### config.mk
export PLATFORM = sky130hd
export DESIGN_NAME = cap_buf
export DESIGN_NICKNAME = d
export VERILOG_FILES = /design/src/rtl/cap_buf_pkg.sv /design/src/rtl/cap_buf_ctrl.sv /design/src/rtl/cap_buf_dp.sv /design/src/rtl/cap_buf.sv
export SDC_FILE = /design/constraint.sdc
export NUM_CORES = 1
export LEC_CHECK = 0
export ABC_CLOCK_PERIOD_IN_PS = 3100
export BUFFER_PORTS_ARGS = -buffer_cell sky130_fd_sc_hd__buf_2
export CORE_MARGIN = 1.5
export CORE_UTILIZATION = 58
export CTS_BUF_LIST = sky130_fd_sc_hd__clkbuf_2 sky130_fd_sc_hd__clkbuf_4 sky130_fd_sc_hd__clkbuf_8
export DETAILED_ROUTE_END_ITERATION = 16
export PLACE_DENSITY = 0.75
export SLEW_MARGIN = 20
export SYNTH_ARGS = -nofsm -noshare
export SYNTH_HDL_FRONTEND = slang
export SYNTH_SLANG_ARGS = --single-unit
### constraint.sdc
create_clock -name clk -period 3.1 [get_ports clk]
set_clock_uncertainty 0.05 [all_clocks]
set_input_delay 0.31 -clock clk [delete_from_list [all_inputs] [get_ports clk]]
set_output_delay 0.31 -clock clk [all_outputs]
set_load 0.01 [all_outputs]
### src/rtl/cap_buf_pkg.sv
package cap_buf_pkg;
  localparam int REG_W = 32;
  localparam logic [REG_W-1:0] VERSION = 32'd1;

  typedef enum logic [1:0] {
    ST_IDLE = 2'd0,
    ST_DLY  = 2'd1,
    ST_CAP  = 2'd2
  } cap_state_t;

  // strobes from control to datapath
  typedef struct packed {
    logic wrEn;    // store inData this cycle
    logic cntClr;  // a new capture starts; fill point returns to 0
  } cap_strobe_t;
endpackage

### src/rtl/cap_buf_ctrl.sv
module cap_buf_ctrl
  import cap_buf_pkg::*;
#(
  parameter bit USE_SYNC = 1'b1,
  parameter int DELAY_W  = 16
) (
  input  logic               clk,
  input  logic               rstN,
  input  logic               inValid,
  input  logic               inSync,
  input  logic               lastRead,
  input  logic               armWr,
  input  logic [DELAY_W-1:0] delayVal,
  input  logic               lastSlot,
  input  logic               full,
  output cap_strobe_t        strb
);
  cap_state_t state;
  logic armed;
  logic [DELAY_W-1:0] delayLeft;
  logic [DELAY_W-1:0] leftAfter;
  logic delayZero, syncStart, freeStart, startStore, startDelay;

  always_comb begin
    delayZero  = (delayVal == '0);
    syncStart  = USE_SYNC && inSync && (delayZero || (armed && state == ST_IDLE));
    freeStart  = !USE_SYNC && lastRead;
    startStore = freeStart || (syncStart && delayZero);
    startDelay = syncStart && !delayZero;
    leftAfter  = delayVal - DELAY_W'(inValid);
    strb.cntClr = startStore || startDelay;
    strb.wrEn   = inValid && (startStore || (state == ST_CAP && !full && !startDelay));
  end

  always_ff @(posedge clk) begin
    if (!rstN) begin
      state     <= USE_SYNC ? ST_IDLE : ST_CAP;
      armed     <= 1'b0;
      delayLeft <= '0;
    end else begin
      if (armWr) armed <= 1'b1;
      if (startDelay) armed <= 1'b0;
      if (startStore) begin
        state <= ST_CAP;
      end else if (startDelay) begin
        delayLeft <= leftAfter;
        state     <= (leftAfter == '0) ? ST_CAP : ST_DLY;
      end else begin
        case (state)
          ST_DLY: if (inValid) begin
            delayLeft <= delayLeft - 1'b1;
            if (delayLeft == DELAY_W'(1)) state <= ST_CAP;
          end
          ST_CAP: if (strb.wrEn && lastSlot) state <= ST_IDLE;
          default: ;
        endcase
      end
    end
  end

  // without an arm, an idle one-shot block stays idle
  p_arm_consumed_r7: assert property (@(posedge clk) disable iff (!rstN)
    (USE_SYNC && state == ST_IDLE && !armed && !delayZero && !armWr) |=> state == ST_IDLE);

  // last-word read restarts a free-running capture
  p_free_restart_r4: assert property (@(posedge clk) disable iff (!rstN)
    (!USE_SYNC && lastRead) |=> state == ST_CAP);
endmodule

### src/rtl/cap_buf_dp.sv
module cap_buf_dp
  import cap_buf_pkg::*;
#(
  parameter int DATA_W  = 16,
  parameter int DEPTH   = 64,
  parameter int DELAY_W = 16,
  localparam int ADDR_W = $clog2(DEPTH),
  localparam int CNT_W  = $clog2(DEPTH + 1)
) (
  input  logic               clk,
  input  logic               rstN,
  input  logic               inValid,
  input  logic               inSync,
  input  logic [DATA_W-1:0]  inData,
  input  logic [2:0]         regAddr,
  input  logic               regWr,
  input  logic [REG_W-1:0]   regWrData,
  input  logic               regRd,
  output logic [REG_W-1:0]   regRdData,
  input  logic [ADDR_W-1:0]  ramAddr,
  input  logic               ramRd,
  output logic [DATA_W-1:0]  ramRdData,
  input  cap_strobe_t        strb,
  output logic               lastRead,
  output logic               armWr,
  output logic [DELAY_W-1:0] delayVal,
  output logic               lastSlot,
  output logic               full
);
  logic [DATA_W-1:0] mem [DEPTH];
  logic [CNT_W-1:0]  wordCnt;
  logic [REG_W-1:0]  syncCnt, validCnt;
  logic [ADDR_W-1:0] wrAddr;

  always_comb begin
    lastRead = ramRd && (ramAddr == ADDR_W'(DEPTH - 1));
    armWr    = regWr && (regAddr == 3'd2);
    lastSlot = (wordCnt == CNT_W'(DEPTH - 1));
    full     = (wordCnt == CNT_W'(DEPTH));
    wrAddr   = strb.cntClr ? '0 : wordCnt[ADDR_W-1:0];
  end

  always_ff @(posedge clk) begin
    if (strb.wrEn) mem[wrAddr] <= inData;
  end

  always_ff @(posedge clk) begin
    if (!rstN) begin
      wordCnt   <= '0;
      syncCnt   <= '0;
      validCnt  <= '0;
      delayVal  <= '0;
      regRdData <= '0;
      ramRdData <= '0;
    end else begin
      if (strb.cntClr)    wordCnt <= strb.wrEn ? CNT_W'(1) : '0;
      else if (strb.wrEn) wordCnt <= wordCnt + 1'b1;

      if (lastRead)    syncCnt <= inSync ? REG_W'(1) : '0;
      else if (inSync) syncCnt <= syncCnt + 1'b1;

      if (inSync)       validCnt <= '0;
      else if (inValid) validCnt <= validCnt + 1'b1;

      if (regWr && regAddr == 3'd3) delayVal <= regWrData[DELAY_W-1:0];

      if (ramRd) ramRdData <= mem[ramAddr];

      if (regRd) begin
        case (regAddr)
          3'd0:    regRdData <= syncCnt;
          3'd1:    regRdData <= REG_W'(wordCnt);
          3'd2:    regRdData <= validCnt;
          3'd3:    regRdData <= REG_W'(delayVal);
          3'd7:    regRdData <= VERSION;
          default: regRdData <= '0;
        endcase
      end
    end
  end

  // a full buffer stays full until a new capture starts
  p_full_hold_r3: assert property (@(posedge clk) disable iff (!rstN)
    (full && !strb.cntClr) |=> full);

  // sync count clears on the last-word read
  p_sync_clr_r8: assert property (@(posedge clk) disable iff (!rstN)
    lastRead |=> syncCnt <= REG_W'(1));

  // valid count restarts at every sync
  p_valid_clr_r9: assert property (@(posedge clk) disable iff (!rstN)
    inSync |=> validCnt == '0);

  // version word is constant
  p_version_r10: assert property (@(posedge clk) disable iff (!rstN)
    (regRd && regAddr == 3'd7) |=> regRdData == VERSION);
endmodule

### src/rtl/cap_buf.sv
module cap_buf
  import cap_buf_pkg::*;
#(
  parameter int DATA_W   = 16,
  parameter int DEPTH    = 64,
  parameter int DELAY_W  = 16,
  parameter bit USE_SYNC = 1'b1,
  localparam int ADDR_W  = $clog2(DEPTH)
) (
  input  logic              clk,
  input  logic              rstN,
  input  logic              inValid,
  input  logic              inSync,
  input  logic [DATA_W-1:0] inData,
  input  logic [2:0]        regAddr,
  input  logic              regWr,
  input  logic [31:0]       regWrData,
  input  logic              regRd,
  output logic [31:0]       regRdData,
  input  logic [ADDR_W-1:0] ramAddr,
  input  logic              ramRd,
  output logic [DATA_W-1:0] ramRdData
);
  cap_strobe_t        strb;
  logic               lastRead, armWr, lastSlot, full;
  logic [DELAY_W-1:0] delayVal;

  cap_buf_ctrl #(.USE_SYNC(USE_SYNC), .DELAY_W(DELAY_W)) uCtrl (
    .clk(clk), .rstN(rstN), .inValid(inValid), .inSync(inSync),
    .lastRead(lastRead), .armWr(armWr), .delayVal(delayVal),
    .lastSlot(lastSlot), .full(full), .strb(strb)
  );

  cap_buf_dp #(.DATA_W(DATA_W), .DEPTH(DEPTH), .DELAY_W(DELAY_W)) uDp (
    .clk(clk), .rstN(rstN), .inValid(inValid), .inSync(inSync), .inData(inData),
    .regAddr(regAddr), .regWr(regWr), .regWrData(regWrData), .regRd(regRd),
    .regRdData(regRdData), .ramAddr(ramAddr), .ramRd(ramRd), .ramRdData(ramRdData),
    .strb(strb), .lastRead(lastRead), .armWr(armWr), .delayVal(delayVal),
    .lastSlot(lastSlot), .full(full)
  );
endmodule

# Yosys cells after proc, flatten, opt, wreduce, memory -nomap -nowiden
# Memory sizes are Yosys's and may differ from the RTL's. A register that Yosys moved wholly into a read port is not among the register bits.
# Cells that the tools add are included.
# classes
bitwise_logic	2
n_shift	0
eq_ne	16
mux	20
n_mul	0
addsub	5
div	0
n_lt_le_gt_ge	0
reduce_logical	34
# ops
cell	count
$pmux W32 S5	1
$add A32 B1 Y32 const B	2
$mux W32	2
$mux W16	3
$logic_not A16 Y1	2
$eq A16 B1 Y1 const B	1
$sub A16 B1 Y16	1
$sub A16 B1 Y16 const B	1
$mux W7	2
$mux W2	6
$logic_and A1 B1 Y1	11
$ne A4 B2 Y1 const B	2
$reduce_and A4 Y1	2
$reduce_bool A2 Y1	4
$add A7 B1 Y7 const B	1
$eq A7 B6 Y1 const B	1
$eq A7 B7 Y1 const B	1
$eq A3 B2 Y1 const B	2
$eq A6 B6 Y1 const B	1
$mux W6	1
$ne A3 B2 Y1 const B	2
$reduce_or A2 Y1	3
$logic_not A1 Y1	4
$mux W1	4
other kinds (14)	17
# word_totals
n_memories	1
latchBits	0
ff_bits	138
ramBits	1024
mem_bits_ro	0
in_bits	64
out_inout_bits	48
# mem_list
memory	words	width	read_ports	rd_clocked_by_memory_dff	write_ports	line_no	text
uDp.mem	64	16	1	1	1	cap_buf_dp.sv:30	logic [DATA_W-1:0] mem [DEPTH];

# Logic depth before layout (Yosys ltp)
# logic_depth
depth_word	14
depth_mapped	9
mapped_depth_nobuf	9

# By module
# From an unflattened synthesis, not the netlist that was laid out.
# hier_totals
cells_unflattened	2826
area_unflattened_um2	47235.3
# by_module_without_submodules
module	cells_per_inst	seq_area_each_um2	n_inst	area_each_um2
cap_buf_dp	2578	33452.1	1	45439.8
cap_buf_ctrl	248	380.4	1	1795.5

# Least setup slack after synthesis
# OpenSTA, ideal clock, no wires.
# synth_path
path_kind	reg2reg
from	register uDp.delayVal[4]
to	memory uDp.mem[57][0] (enable)
required_ns	2.661
stages_incl_launch_ff	9
t_arrival_ns	2.511
path_buffers	2
setup_slack_ns	0.150
setup_time_ns	0.389
cell_sequence	dfxtp_1 -> buf_6 -> nor4_4 -> nand4_1 -> o21ai_2 -> nand3_2 -> or4_1 -> clkbuf_1 -> nor2_1
# synth_via
elab_chain_cells	10
# synth_rtl
element	line_no	text
start: declaration	cap_buf_dp.sv:26	output logic [DELAY_W-1:0] delayVal,
start signal: assignment	cap_buf_dp.sv:65	if (regWr && regAddr == 3'd3) delayVal <= regWrData[DELAY_W-1:0];
$logic_not A16 Y1 (*)	cap_buf_ctrl.sv:25	delayZero = (delayVal == '0);
$logic_or A1 B1 Y1	cap_buf_ctrl.sv:26	syncStart = USE_SYNC && inSync && (delayZero || (armed && state == ST_IDLE));
$logic_and A1 B1 Y1	cap_buf_ctrl.sv:26	
$logic_and A1 B1 Y1	cap_buf_ctrl.sv:29	startDelay = syncStart && !delayZero;
$logic_not A1 Y1	cap_buf_ctrl.sv:32	strb.wrEn = inValid && (startStore || (state == ST_CAP && !full && !startDelay));
$logic_and A1 B1 Y1	cap_buf_ctrl.sv:32	
$logic_or A1 B1 Y1	cap_buf_ctrl.sv:32	
$logic_and A1 B1 Y1	cap_buf_ctrl.sv:32	
$mux W1	cap_buf_dp.sv:44	if (strb.wrEn) mem[wrAddr] <= inData;
$mux W1 (implied by the code)	cap_buf_dp.sv:44	
end: declaration	cap_buf_dp.sv:30	
# Mark *: on every way between the ends. The rest lies on a longest branch, timed or not.

# Final worst setup path
# layout_path
from	register uCtrl.state[0]
to	memory uDp.mem[61][15] (enable)
# layout_via
elab_chain_cells	11
# layout_rtl
element	line_no	text
start: declaration	cap_buf_ctrl.sv:18	cap_state_t state;
start signal: assignment	cap_buf_ctrl.sv:37	state <= USE_SYNC ? ST_IDLE : ST_CAP;
start signal: assignment	cap_buf_ctrl.sv:47	state <= (leftAfter == '0) ? ST_CAP : ST_DLY;
$logic_not A2 Y1	cap_buf_ctrl.sv:26	
$logic_and A1 B1 Y1	cap_buf_ctrl.sv:26	
$logic_or A1 B1 Y1	cap_buf_ctrl.sv:26	
$logic_and A1 B1 Y1	cap_buf_ctrl.sv:26	
$logic_and A1 B1 Y1	cap_buf_ctrl.sv:29	
$logic_not A1 Y1	cap_buf_ctrl.sv:32	
$logic_and A1 B1 Y1	cap_buf_ctrl.sv:32	
$logic_or A1 B1 Y1	cap_buf_ctrl.sv:32	
$logic_and A1 B1 Y1	cap_buf_ctrl.sv:32	
$mux W1	cap_buf_dp.sv:44	
$mux W1 (implied by the code)	cap_buf_dp.sv:44	
# Parallel ways exist; a longest one is shown, timed or not.

==> impl_metrics.toml <==
[route]
wire_per_inst_um = 26.4
route.detailed.drc = 0
num_vias = 25632
drtIter0Drc = 2775
dr.pass1.iters = 6
route.final.wire_length_mm = 108
route.antenna.remaining_nets = 0
vias_per_cell = 6.27

[outcome]
outcome = "completed"

[synth]
yosys.area_share.simple_pct = 4.87
number_of_flops_mapped_to_enable_cells_by_yosys = 1024
synth_compound_area_share_pct = 3.54
avgSynthCellArea_um2 = 18.4
synth_top_family_by_area = "multiplexers"
synthesis.yosys.warnings = 0
seq_area_frac_synth_pct = 72.1
postSynthCellCount = 2545
postSynthRegisterBits = 1178
synth_fa_ha_area_share_pct = 0.320
post_synthesis_cell_area_um2 = 46900
postSynthNetCount = 2621
synthXorXnorAreaFrac_pct = 1.21
ys_async_sr_fraction_pct = 0
ys.flop_type = "edfxtp_1"
synth_mux_area_share_pct = 16.2
synthDistinctLibCells = 69

[layout]
post-route-util_pct = 67.3
post_route_cells_drive_above_1_share_pct = 30.1
layout-area-overhead-vs-synth_pct = 15.1
nets_finish = 2957
layout.filler_cells = 5039
footprint_of_the_multi_input_gates_um2 = 12300
sequential_cell_area_um2 = 33800

[global_route]
global_route.overflow_total = 0
grt_start_max_net_pins = 65
grt_antenna_before_repair = 1
grt_pass1_wl_mm = 161
grt_use_total_pct = 26.6
first_global_vias = 25941

[critical_path]
critPathRequiredTime_ns = 3.53
critical_path_peak_fanout = 12
setup.worst_path.start_class = "register"
path_class = "reg -> reg"
reg2reg_slack_ns = 0.17
worstSetupEndpointType = "register"
timing.critical_path.arrival_ns = 3.36

[flow_run]
maxCapViolations = 0

[floorplan]
core_um2 = 80300
io-pin-count = 112
row_count = 104
die-width_um = 287
dieArea_um2 = 82700
chipHeight_um = 287
initial_utilization_pct = 58.5

[power_and_ir_drop]
total_power_of_the_final_layout_mw = 31.9
cellLeakagePower_nw = 17.7
powerDensity_nw_per_um2 = 590
maximum_resistive_drop_on_vdd_v = 0.000453

[timing]
timing.final.crit_period_ns = 2.93
timing.fmax_mhz = 341
final.setup.tns_ns = 0
setup_viol_count_final = 0
final.hold.worst_slack_ns = 0.0562
period_utilisation_layout_pct = 94.5
worst_slew_margin_rel_pct = 26.7
finalWorstSetupSlack_ns = 0.169
worst-slew-pin-transition_ns = 1.10
timing.final.hold_violations = 0
slew_viol_final = 0

[clock_tree]
clock_pin_slew_of_the_registers_on_the_worst_case_setup_and_hold_paths_ns = 0.06
ctsRootBufferMaster = "clkbuf_8"
number_of_clock_sinks = 1178
clk_path_buf_depth = 3
clock_insertion_delay_worst_skew_ns = 0.81
tritoncts = "built"
tritoncts.num_buffers = 180
number_of_h_tree_branching_levels = 4

[place]
io_buffer_count = 95
preCtsSetupSlack_ns = 0.157
gpl_wtd_cong = 0.882
dp.final_hpwl_mm = 69.6

[min_path]
worst_hold_path_type = "in -> reg"
state kept, by name (all words and copies together), names as in the netlist, 7 cells and up:
register         flops
uDp.regRdData       32
uDp.delayVal        16
uDp.syncCnt         32
uDp.wordCnt          7
uDp.ramRdData       16
uDp.mem           1024
uDp.validCnt        32
uCtrl.delayLeft     16
cell families (layout without fill, tap and decap cells):
| group | count (synthesis) | in the layout |
|---|---|---|
| adder cells (fa/ha/maj) | 12 | 12 |
| other | 0 | 1 |
| AND/OR/NAND/NOR | 462 | 462 |
| XOR/XNOR | 65 | 65 |
| multiplexers | 388 | 388 |
| flip-flops | 1178 | 1178 |
| buffers and inverters | 182 | 663 |
| AO/OA/AOI/OAI | 258 | 258 |
report_power, final:
part | leakage [nW] | internal, mW | total, mW | switching (mW)
clock | 1.91 | 6.82 | 12.7 | 5.90
combinational | 5.33 | 0.717 | 1.80 | 1.09
sequential | 10.5 | 17.3 | 17.3 | 0.0444
total | 17.7 | 24.8 | 31.9 | 7.03
per-stage QoR:
step	cell area [µm²]	std cells
3_3_place_gp	50000	3718
5_1_grt	54000	4087
2_1_floorplan	46900	2545
4_1_cts	54000	4084
6_report	54000	4087
3_5_place_dp	50000	3719
cell usage after synthesis (30+ instances only):
master	instances	area share (%)
a21oi_1	89	0.95
a22oi_1	47	0.75
buf_2	30	0.32
clkbuf_1	72	0.58
dfxtp_1	154	6.6
edfxtp_1	1024	66
mux2i_1	69	1.5
mux4_2	294	14
nand2_1	83	0.66
nor2_1	193	1.5
o21ai_0	41	0.44
xnor2_1	30	0.56
xor2_1	35	0.65
area by class of cell:
type | count | share of cell area (%)
multi-input combinational | 1185 | 22.7
sequential | 1178 | 62.6
antenna | 1 | 0.00463
clock buffer | 247 | 5.71
timing repair buffer | 307 | 5.27
tap | 1060 | 2.46
clock inverter | 80 | 0.991
inverter | 29 | 0.202
worst max-delay path: stages (launching register included):
cell and delay (ns):
dfxtp_1 0.39, inv_1 0.09, ha_1 0.21, nand3_1 0.13, o311ai_0 0.24, o21ai_4 0.17
nand3_2 0.16, or4b_4 0.73, nor2_2 0.19, buf_4 0.25
metal layers:
layer / wire (µm) / global-route usage, %
met5: 57 / 0
met4: 3420 / 10.0
met1: 42600 / 37.4
met2: 52800 / 42.3
met3: 9170 / 4.48
timing repair:
item / in CTS / in global routing
resized for setup: 0 / 4
setup buffers: 0 / 2
endpoints found under the setup margin: 0 / 257
hold buffers: 38 / 0
endpoints found under the hold margin: 350 / 0
layout by cell type, fill, tap and decap left out, types with 41 or more instances in the layout:
master / netlist / layout
nor2_1: 193 / 191
mux4_2: 294 / 294
o21ai_0: 41 / 41
mux2i_1: 69 / 69
a21oi_1: 89 / 89
clkbuf_8: 0 / 197
buf_12: 0 / 52
clkbuf_4: 0 / 50
dfxtp_1: 154 / 154
buf_2: 30 / 90
buf_4: 24 / 124
nand2_1: 83 / 83
edfxtp_1: 1024 / 1024
a22oi_1: 47 / 47
final timing paths:
path / from / endpoint / cells after the start
worst min register to register: uDp.regRdData[28] / uDp.regRdData[28] / 2
worst max-delay path: uCtrl.state[0] / uDp.mem[61][15] / 9
worst max register to register: uCtrl.state[0] / uDp.mem[61][15] / 9
worst min-delay path: inData[4] / uDp.mem[10][4] / 1
Note: power is estimated with default switching activity, not from simulation.
